`config.mk`:
```
export PLATFORM = sky130hd
export DESIGN_NAME = lcd_raster_timing
export DESIGN_NICKNAME = d
export VERILOG_FILES = /design/src/rtl/lcd_rtg_pkg.sv /design/src/rtl/lcd_rtg_cfg.sv /design/src/rtl/lcd_rtg_hseq.sv /design/src/rtl/lcd_rtg_vseq.sv /design/src/rtl/lcd_raster_timing.sv
export SDC_FILE = /design/constraint.sdc
export NUM_CORES = 1
export LEC_CHECK = 0
export BUFFER_PORTS_ARGS = -buffer_cell sky130_fd_sc_hd__clkbuf_2
export CAP_MARGIN = 20
export CORE_UTILIZATION = 42
export CTS_CLUSTER_DIAMETER = 100
export DETAILED_ROUTE_END_ITERATION = 12
export SETUP_SLACK_MARGIN = 0.4
export SLEW_MARGIN = 5
export SYNTH_ARGS = -nofsm -noshare
export SYNTH_HDL_FRONTEND = slang
export SYNTH_SLANG_ARGS = --single-unit
export TNS_END_PERCENT = 50
```
`constraint.sdc`:
```
create_clock -name clk -period 4.1 [get_ports clk]
set_input_delay 0.205 -clock clk [delete_from_list [all_inputs] [get_ports clk]]
set_output_delay 0.205 -clock clk [all_outputs]
set_load 0.005 [all_outputs]
```
`src/rtl/lcd_rtg_pkg.sv`:
```
package lcd_rtg_pkg;

  localparam int WORD_W = 32;

  typedef enum logic [1:0] {
    PH_ACT  = 2'd0,
    PH_FP   = 2'd1,
    PH_SYNC = 2'd2,
    PH_BP   = 2'd3
  } phase_e;

  // Decoded geometry; *_m1 fields hold count minus one.
  typedef struct packed {
    logic [10:0] hact_m1;
    logic [9:0]  hfp_m1;
    logic [9:0]  hsw_m1;
    logic [9:0]  hbp_m1;
    logic [10:0] vact_m1;
    logic [7:0]  vfp;
    logic [5:0]  vsw_m1;
    logic [7:0]  vbp;
  } geom_t;

  function automatic geom_t decode_geom(input logic [WORD_W-1:0] w0,
                                        input logic [WORD_W-1:0] w1,
                                        input logic [WORD_W-1:0] w2);
    geom_t g;
    // width in 16-pixel units minus one -> pixels minus one
    g.hact_m1 = {w0[3], w0[9:4], 4'hF};
    g.hfp_m1  = {w2[1:0], w0[23:16]};
    g.hsw_m1  = {w2[30:27], w0[15:10]};
    g.hbp_m1  = {w2[5:4], w0[31:24]};
    g.vact_m1 = {w2[26], w1[9:0]};
    g.vfp     = w1[23:16];
    g.vsw_m1  = w1[15:10];
    g.vbp     = w1[31:24];
    return g;
  endfunction

endpackage

```
`src/rtl/lcd_rtg_cfg.sv`:
```
module lcd_rtg_cfg
  import lcd_rtg_pkg::*;
#(
  parameter int DATA_W    = WORD_W,
  parameter int NUM_WORDS = 3,
  parameter int SEL_W     = 2
) (
  input  logic              clk,
  input  logic              rst_n,
  input  logic              wr_en,
  input  logic [SEL_W-1:0]  wr_sel,
  input  logic [DATA_W-1:0] wr_data,
  input  logic              load,
  output geom_t             geom
);

  logic [DATA_W-1:0] shadow [NUM_WORDS];

  for (genvar k = 0; k < NUM_WORDS; k++) begin : g_word
    always_ff @(posedge clk) begin
      if (!rst_n) begin
        shadow[k] <= '0;
      end else if (wr_en && (wr_sel == SEL_W'(k))) begin
        shadow[k] <= wr_data;
      end
    end
  end

  // Running geometry only moves on a frame-start edge.
  always_ff @(posedge clk) begin
    if (!rst_n) begin
      geom <= '0;
    end else if (load) begin
      geom <= decode_geom(WORD_W'(shadow[0]), WORD_W'(shadow[1]), WORD_W'(shadow[2]));
    end
  end

endmodule

```
`src/rtl/lcd_rtg_hseq.sv`:
```
module lcd_rtg_hseq
  import lcd_rtg_pkg::*;
#(
  parameter int CW = 11
) (
  input  logic          clk,
  input  logic          rst_n,
  input  logic          run,
  input  geom_t         geom,
  output phase_e        phase,
  output logic [CW-1:0] cnt,
  output logic          line_end
);

  logic [CW-1:0] lim;
  logic          wrap;
  phase_e        nxt;

  always_comb begin
    unique case (phase)
      PH_ACT:  begin lim = CW'(geom.hact_m1); nxt = PH_FP;   end
      PH_FP:   begin lim = CW'(geom.hfp_m1);  nxt = PH_SYNC; end
      PH_SYNC: begin lim = CW'(geom.hsw_m1);  nxt = PH_BP;   end
      default: begin lim = CW'(geom.hbp_m1);  nxt = PH_ACT;  end
    endcase
  end

  assign wrap     = (cnt == lim);
  assign line_end = run && (phase == PH_BP) && wrap;

  always_ff @(posedge clk) begin
    if (!rst_n || !run) begin
      phase <= PH_ACT;
      cnt   <= '0;
    end else if (wrap) begin
      phase <= nxt;
      cnt   <= '0;
    end else begin
      cnt <= cnt + CW'(1);
    end
  end

endmodule

```
`src/rtl/lcd_rtg_vseq.sv`:
```
module lcd_rtg_vseq
  import lcd_rtg_pkg::*;
#(
  parameter int CW = 11
) (
  input  logic          clk,
  input  logic          rst_n,
  input  logic          run,
  input  logic          line_end,
  input  geom_t         geom,
  output phase_e        phase,
  output logic [CW-1:0] cnt,
  output logic          frame_end
);

  logic [CW-1:0] lim;
  logic          wrap;
  logic          last_line;
  phase_e        nxt;
  logic          has_fp;
  logic          has_bp;

  assign has_fp = (geom.vfp != '0);
  assign has_bp = (geom.vbp != '0);

  always_comb begin
    unique case (phase)
      PH_ACT: begin
        lim = CW'(geom.vact_m1);
        nxt = has_fp ? PH_FP : PH_SYNC;
      end
      PH_FP: begin
        lim = CW'(geom.vfp) - CW'(1);
        nxt = PH_SYNC;
      end
      PH_SYNC: begin
        lim = CW'(geom.vsw_m1);
        nxt = has_bp ? PH_BP : PH_ACT;
      end
      default: begin
        lim = CW'(geom.vbp) - CW'(1);
        nxt = PH_ACT;
      end
    endcase
  end

  assign wrap      = (cnt == lim);
  assign last_line = wrap && ((phase == PH_BP) || ((phase == PH_SYNC) && !has_bp));
  assign frame_end = line_end && last_line;

  always_ff @(posedge clk) begin
    if (!rst_n || !run) begin
      phase <= PH_ACT;
      cnt   <= '0;
    end else if (line_end) begin
      if (wrap) begin
        phase <= nxt;
        cnt   <= '0;
      end else begin
        cnt <= cnt + CW'(1);
      end
    end
  end

endmodule

```
`src/rtl/lcd_raster_timing.sv`:
```
module lcd_raster_timing
  import lcd_rtg_pkg::*;
#(
  parameter int   CFG_W      = WORD_W,
  parameter int   SEL_W      = 2,
  parameter int   X_W        = 11,
  parameter int   Y_W        = 11,
  parameter logic HSYNC_HIGH = 1'b1,
  parameter logic VSYNC_HIGH = 1'b1
) (
  input  logic             clk,
  input  logic             rst_n,
  input  logic             cfg_wr_en,
  input  logic [SEL_W-1:0] cfg_wr_sel,
  input  logic [CFG_W-1:0] cfg_wr_data,
  input  logic             raster_en,
  output logic             hsync,
  output logic             vsync,
  output logic             de,
  output logic [X_W-1:0]   pix_x,
  output logic [Y_W-1:0]   pix_y,
  output logic             frame_start,
  output logic             frame_done
);

  localparam int NUM_WORDS = 3;

  geom_t          geom;
  logic           run_q;
  logic           start_w;
  phase_e         hph;
  phase_e         vph;
  logic [X_W-1:0] hcnt;
  logic [Y_W-1:0] vcnt;
  logic           line_end;
  logic           frame_end;
  logic           h_act;
  logic           v_act;

  assign start_w = raster_en && (!run_q || frame_end);

  always_ff @(posedge clk) begin
    if (!rst_n) begin
      run_q <= 1'b0;
    end else if (!run_q) begin
      run_q <= raster_en;
    end else if (frame_end && !raster_en) begin
      run_q <= 1'b0;
    end
  end

  lcd_rtg_cfg #(
    .DATA_W(CFG_W), .NUM_WORDS(NUM_WORDS), .SEL_W(SEL_W)
  ) cfg_i (
    .clk(clk), .rst_n(rst_n), .wr_en(cfg_wr_en), .wr_sel(cfg_wr_sel),
    .wr_data(cfg_wr_data), .load(start_w), .geom(geom)
  );

  lcd_rtg_hseq #(.CW(X_W)) hseq_i (
    .clk(clk), .rst_n(rst_n), .run(run_q), .geom(geom),
    .phase(hph), .cnt(hcnt), .line_end(line_end)
  );

  lcd_rtg_vseq #(.CW(Y_W)) vseq_i (
    .clk(clk), .rst_n(rst_n), .run(run_q), .line_end(line_end), .geom(geom),
    .phase(vph), .cnt(vcnt), .frame_end(frame_end)
  );

  assign h_act       = run_q && (hph == PH_ACT);
  assign v_act       = run_q && (vph == PH_ACT);
  assign de          = h_act && v_act;
  assign pix_x       = h_act ? hcnt : '0;
  assign pix_y       = v_act ? vcnt : '0;
  assign hsync       = (run_q && (hph == PH_SYNC)) ? HSYNC_HIGH : !HSYNC_HIGH;
  assign vsync       = (run_q && (vph == PH_SYNC)) ? VSYNC_HIGH : !VSYNC_HIGH;
  assign frame_start = de && (hcnt == '0) && (vcnt == '0);
  assign frame_done  = frame_end;

endmodule

```
# ---- Yosys cells after proc, flatten, opt, wreduce, memory -nomap -nowiden
# Memories as Yosys holds them, arrays and structs flattened. A register that Yosys moved wholly into a read port is not among the register bits.
# Cells that the tools add are included.
dict set report op_classes {
  reduce_logical 36
  n_mux 26
  bitwise 3
  eq_ne 10
  addsub 4
}
# operator n
set ops {}
lappend ops {{32-bit 2-to-1 mux} 3}
lappend ops {{11-bit case mux with 3 select lines} 2}
lappend ops {{11-bit 2-to-1 mux} 3}
lappend ops {{11-bit by 1-bit adder with 11-bit output, second input constant} 2}
lappend ops {{11-bit equality test} 2}
lappend ops {{11-bit logical NOT} 2}
lappend ops {{8-bit by 1-bit subtractor with 9-bit output, second input constant} 2}
lappend ops {{1-bit logical AND} 17}
lappend ops {{8-bit nonzero test} 2}
lappend ops {{1-bit 2-to-1 mux} 14}
lappend ops {{2-bit case mux with 3 select lines} 2}
lappend ops {{2-bit equality test, second input constant} 5}
lappend ops {{1-bit logical NOT} 7}
lappend ops {{2-bit by 1-bit equality test with 1-bit output, second input constant} 3}
lappend ops {{2-bit logical NOT} 3}
lappend ops {{2-bit 2-to-1 mux} 2}
lappend ops {{1-bit logical OR} 3}
lappend ops {{1-bit OR} 3}
lappend ops {{2-bit AND reduction} 1}
lappend ops {{2-bit OR reduction} 1}
dict set report totals {
  mem_count 1
  input_bits 38
  register_bits 38
  output_inout_bits 27
  ram_bits 96
}
# memory words width rd rd_ports_with_merged_regs wr line_no
set memory_table {}
lappend memory_table {cfg_i.shadow 3 32 3 3 3 lcd_rtg_cfg.sv:17} ;# logic [DATA_W-1:0] shadow [NUM_WORDS];

# ---- Depth between registers and ports, before layout
dict set report depth {
  ltp_word 9
  ltp_mapped 13
  mapped_depth_nobuf 10
}

# ---- Modules after synthesis
# Synthesis repeated with hierarchy kept, for this count alone.
dict set report unflattened {
  cells_unflattened 751
  hier_area_um2 8260.4
}
# mod cells_each area_each_um2 instances seq_area_each_um2
set modules_own_cells {}
lappend modules_own_cells {lcd_rtg_cfg 387 5371.4 1 3523.4}
lappend modules_own_cells {lcd_rtg_vseq 199 1537.7 1 260.2}
lappend modules_own_cells {lcd_rtg_hseq 122 1038.5 1 260.2}
lappend modules_own_cells {lcd_raster_timing 43 312.8 1 20.0}

# ---- Least setup slack after synthesis
# Ideal clock, no wire load.
dict set report synth_timing {
  path_type {input to register}
  start {input port cfg_wr_en}
  end {memory cfg_i.shadow[0][10] (netlist bit), enable pin}
  path_buffers 0
  path_slack_ps 1157
  cell_stages 3
  required_ps 3645
  t_arrival_ps 2488
  path_cell_list {nor2b_1 > inv_1 > o21ai_0}
}
# element line_no
set synth_lines {}
lappend synth_lines {{start, declared} lcd_raster_timing.sv:13} ;# input logic cfg_wr_en,
lappend synth_lines {{end, declared} lcd_rtg_cfg.sv:17}

# ---- Worst setup path after layout
dict set report layout_timing {
  start {register hseq_i.phase[1]}
  end {output port frame_done}
}
dict set report layout_between {
  elab_chain_len 5
}
# element line_no
set layout_lines {}
lappend layout_lines {{start, declared} lcd_rtg_hseq.sv:10} ;# output phase_e phase,
lappend layout_lines {{start signal, assigned} lcd_rtg_hseq.sv:36} ;# phase <= nxt;
lappend layout_lines {{2-bit equality test, or another cell as far along} lcd_rtg_hseq.sv:20} ;# unique case (phase)
lappend layout_lines {{11-bit case mux with 3 select lines} lcd_rtg_hseq.sv:20}
lappend layout_lines {{11-bit equality test} lcd_rtg_hseq.sv:28} ;# assign wrap = (cnt == lim);
lappend layout_lines {{1-bit logical AND (*)} lcd_rtg_hseq.sv:29} ;# assign line_end = run && (phase == PH_BP) && wrap;
lappend layout_lines {{1-bit logical AND (*)} lcd_rtg_vseq.sv:49} ;# assign frame_end = line_end && last_line;
lappend layout_lines {{end, declared} lcd_raster_timing.sv:23} ;# output logic frame_done
# Mark *: on every way between the ends. The rest lies on a longest branch, timed or not.

==> impl_metrics.py <==
metrics = {
    "routing": {
        "drcViolationCount": 0,
        "drt_first_pass_iters": 5,
        "drt_iter0_markers": 489,
        "drt_wl_total_mm": 19.4,
        "viasPerCell": 5.33,
        "wire_per_inst_um": 17.1,
        "drtAntennaViolNets": 0,
        "num_vias": 6020,
    },
    "sta": {
        "setup_slack_ns": 0.669,
        "relSlewSlack_pct": 41.9,
        "skew_ns": 0.0205,
        "period_share_pct": 83.7,
        "setup_tns_ns": 0,
        "drv_slew": 0,
        "finalCriticalPeriod_ns": 3.43,
        "hold_viol_final": 0,
        "timing.fmax_ghz": 0.291,
        "rsz0062_at_grt": "false",
        "finalSetupViolCount": 0,
        "worst_pin_slew_ns": 0.868,
    },
    "logic_synthesis": {
        "synth_area_mm2": 0.00802,
        "syn_nets": 898,
        "avgSynthCellArea_um2": 9.44,
        "synth_edf_count": 70,
        "syn_inst": 849,
        "synth_flop_cell": "dfxtp_1",
        "ys_types": 66,
        "yosysSeqAreaShare_pct": 50.7,
        "ys_async_sr_fraction_pct": 0,
        "ys_ff_latch": 168,
        "ys_warn_count": 0,
    },
    "power": {
        "p_leak_nw": 3.45,
        "clkPwrFrac_pct": 42.5,
        "finalPower_w": 0.00385,
        "p_seq_share_pct": 49.4,
        "p_comb_share_pct": 8.1,
        "p_sw_w": 0.00103,
        "power_density_mw_per_mm2": 425,
        "internal_power_w": 0.00282,
        "p_sw_share_pct": 26.7,
        "ir_worst_vdd_mv": 0.272,
    },
    "die": {
        "row_count": 50,
        "dieArea_mm2": 0.0196,
        "die_h_um": 140,
        "initial_core_util_pct": 42.8,
        "fp.coreArea_mm2": 0.0187,
        "ios": 65,
        "die_w_um": 140,
    },
    "clock_tree": {
        "clock-sinks": 168,
        "cts_buffers": 17,
        "clockBufferDepth": 2,
        "cts_root_buf": "clkbuf_16",
        "clock_latency_ns": 0.44,
        "path_clk_slew_ns": 0.08,
        "cts_tree": "built",
        "cts_max_level": 4,
        "cts_hold_buf": 0,
    },
    "flow_run": {
        "max-cap-violations": 0,
    },
    "setup_path": {
        "cpMostUsedCell": "nor3_1",
        "startpoint_type": "flop",
        "r2r-end": "vseq_i.cnt[10]$_SDFFE_PP0P_",
        "cp_max_fo": 10,
        "cpPeakStageDelay_ns": 0.49,
        "worst-path-stages": 10,
        "path_cells": "inv_1 > ha_1 > a22oi_1 > a221oi_1 > nor3_1 > nand3_1 > nor3_1 > nand2_1 > nor4_1 > clkbuf_2",
        "critical-path-top-delay-family": "simple AND/OR/NAND/NOR gates",
        "critPathArrivalTime_ns": 3.23,
        "r2r-start": "hseq_i.phase[1]$_SDFFE_PP0P_",
        "crit_buf_inv": 2,
        "r2r_setup_slack_ns": 0.79,
        "cp_slowest_cell": "a22oi_1",
        "worstRegToRegCells": 11,
        "end_kind": "primary output",
        "crit_type": "flop to primary output",
        "required_ns": 3.89,
    },
    "grt": {
        "grt_pass1_wl_mm": 30.3,
        "overflow": 0,
        "grt_max_degree": 142,
        "grt_antenna_before_repair": 0,
        "grt_use_total_pct": 20.5,
        "grt_pass1_vias": 5434,
    },
    "cells_and_area": {
        "finalInstanceArea_mm2": 0.00906,
        "layout_common_cells": "dfxtp_1 (98), nand2_1 (93), nand3_1 (82)",
        "final_common_cell": "dfxtp_1",
        "antenna_cells": 0,
        "drive_above_1_share_pct": 13.9,
        "fin_nets": 931,
        "syn_to_final_growth_pct": 13.1,
    },
    "placed_design": {
        "port_buffers": 64,
        "post_dp_cell_area_mm2": 0.00843,
        "dp_slack_ns": 0.844,
        "hpwl_mm": 13.7,
        "gp_congestion": 0.883,
    },
    "min_path": {
        "worstHoldPathType": "primary input to flop",
        "worstHoldStart": "cfg_wr_data[23]",
        "min_path_cells": 2,
        "holdPathEnd": "cfg_i.shadow[0][23]$_SDFFCE_PN0P_",
    },
    "outcome": {
        "status": "finished, final reports clean",
    },
}
per-stage QoR:
step | utilization [%] | instances | hold WS (ns)
after CTS | 48.4 | 1129 | 0.0451
after detailed placement | 45.1 | 1097 | 0.448
after global routing | 48.5 | 1129 | 0.0514
after global placement | 45.1 | 1097 | 0.444
after floorplan | - | 849 | 0.372
final | 48.5 | 1129 | 0.0521
worst max path at each step:
stage                                             end                    startpoint
global route                               frame_done  vseq_i.phase[1]$_SDFFE_PP0P_
floorplan           cfg_i.shadow[0][10]$_SDFFCE_PN0P_                     cfg_wr_en
CTS                                        frame_done  hseq_i.phase[0]$_SDFFE_PP0P_
detailed placement        vseq_i.cnt[10]$_SDFFE_PP0P_  hseq_i.phase[0]$_SDFFE_PP0P_
global placement         vseq_i.phase[1]$_SDFFE_PP0P_  vseq_i.phase[0]$_SDFFE_PP0P_
finish                                     frame_done  hseq_i.phase[1]$_SDFFE_PP0P_
logic make-up (layout without fill, tap and decap cells):
logic type	count (synthesis)	count (layout)	share of synthesized area (%)
multiplexers	10	10	1.59
XOR/XNOR	35	35	3.82
AO/OA/AOI/OAI	148	148	11.5
AND/OR/NAND/NOR	389	389	25.6
flip-flops	168	168	50.7
adder cells (fa/ha/maj)	11	11	1.72
buffers and inverters	88	134	5.00
metal layers:
layer / GRT usage (%) / share of wire (%) / vias up
met3: 3.76 / 3.9 / 16
met1: 29.5 / 50 / 2801
met2: 31.7 / 45 / 132
li1: - / - / 3071
met5: 0 / 0 / -
met4: 5.03 / 0.93 / 0
what timing repair did:
item | 4_1_cts | 5_1_grt
setup buffers | 0 | 0
endpoints found under the setup margin | 0 | 1
resized for setup | 0 | 1
state kept, by name, summed over array words and instances, names as in the netlist:
register	cells
cfg_i.geom	71
cfg_i.shadow	70
hseq_i.cnt	11
hseq_i.phase	2
run_q	1
vseq_i.cnt	11
vseq_i.phase	2
synthesized netlist by cell type, types with 3 or more instances:
master | n | area share, %
dfxtp_1 | 98 | 24
buf_2 | 7 | 0.44
nor2b_1 | 9 | 0.70
clkbuf_1 | 38 | 1.8
o31ai_1 | 3 | 0.28
a31oi_1 | 3 | 0.23
buf_1 | 5 | 0.23
buf_6 | 8 | 1.1
a222oi_1 | 7 | 0.87
xnor2_1 | 26 | 2.8
o21ai_1 | 11 | 0.69
nand4_1 | 7 | 0.55
inv_1 | 28 | 1.3
o21ai_0 | 71 | 4.4
nand2_1 | 94 | 4.4
a22oi_1 | 4 | 0.37
nor2_1 | 41 | 1.9
o211a_1 | 3 | 0.37
and3_1 | 31 | 2.4
edfxtp_1 | 70 | 26
nor4_1 | 4 | 0.31
a211oi_1 | 6 | 0.56
nor3b_1 | 3 | 0.28
a21oi_1 | 20 | 1.2
mux2i_1 | 6 | 0.75
a221oi_1 | 3 | 0.33
or4_1 | 4 | 0.37
nand2b_1 | 3 | 0.23
or3_1 | 9 | 0.70
ha_1 | 11 | 1.7
xor2_1 | 9 | 0.98
nor3_1 | 10 | 0.62
nand3_1 | 82 | 5.1
or2_2 | 3 | 0.23
and2_1 | 75 | 5.9
power groups by stage:
stage / Sequential [W] / Combinational, W / Clock (W)
5_1_grt: 0.00191 / 0.000349 / 0.00174
2_1_floorplan: 0.00191 / 0.000238 / 0
3_5_place_dp: 0.00194 / 0.000314 / 0
4_1_cts: 0.00190 / 0.000315 / 0.00167
3_3_place_gp: 0.00194 / 0.000311 / 0
6_report: 0.00190 / 0.000311 / 0.00163
worst reg2reg max path, cell delays in order, from the launching register on:
cell      delay (ns)
dfxtp_1         0.39
inv_1           0.10
ha_1            0.34
a222oi_1        0.52
a21oi_1         0.20
xnor2_1         0.16
nand4_1         0.18
nor4_4          0.28
buf_4           0.25
nand3_1         0.26
or3_1           0.41
a21oi_1         0.13
layout make-up:
cell class / instances / area, um2
Sequential cell: 168 / 4060
Inverter: 29 / 109
Clock buffer: 18 / 450
Clock inverter: 14 / 179
Fill cell: 1777 / 9640
Timing Repair Buffer: 73 / 403
Tap cell: 234 / 293
Multi-Input combinational cell: 593 / 3570
(Power assumes the default switching activity.)
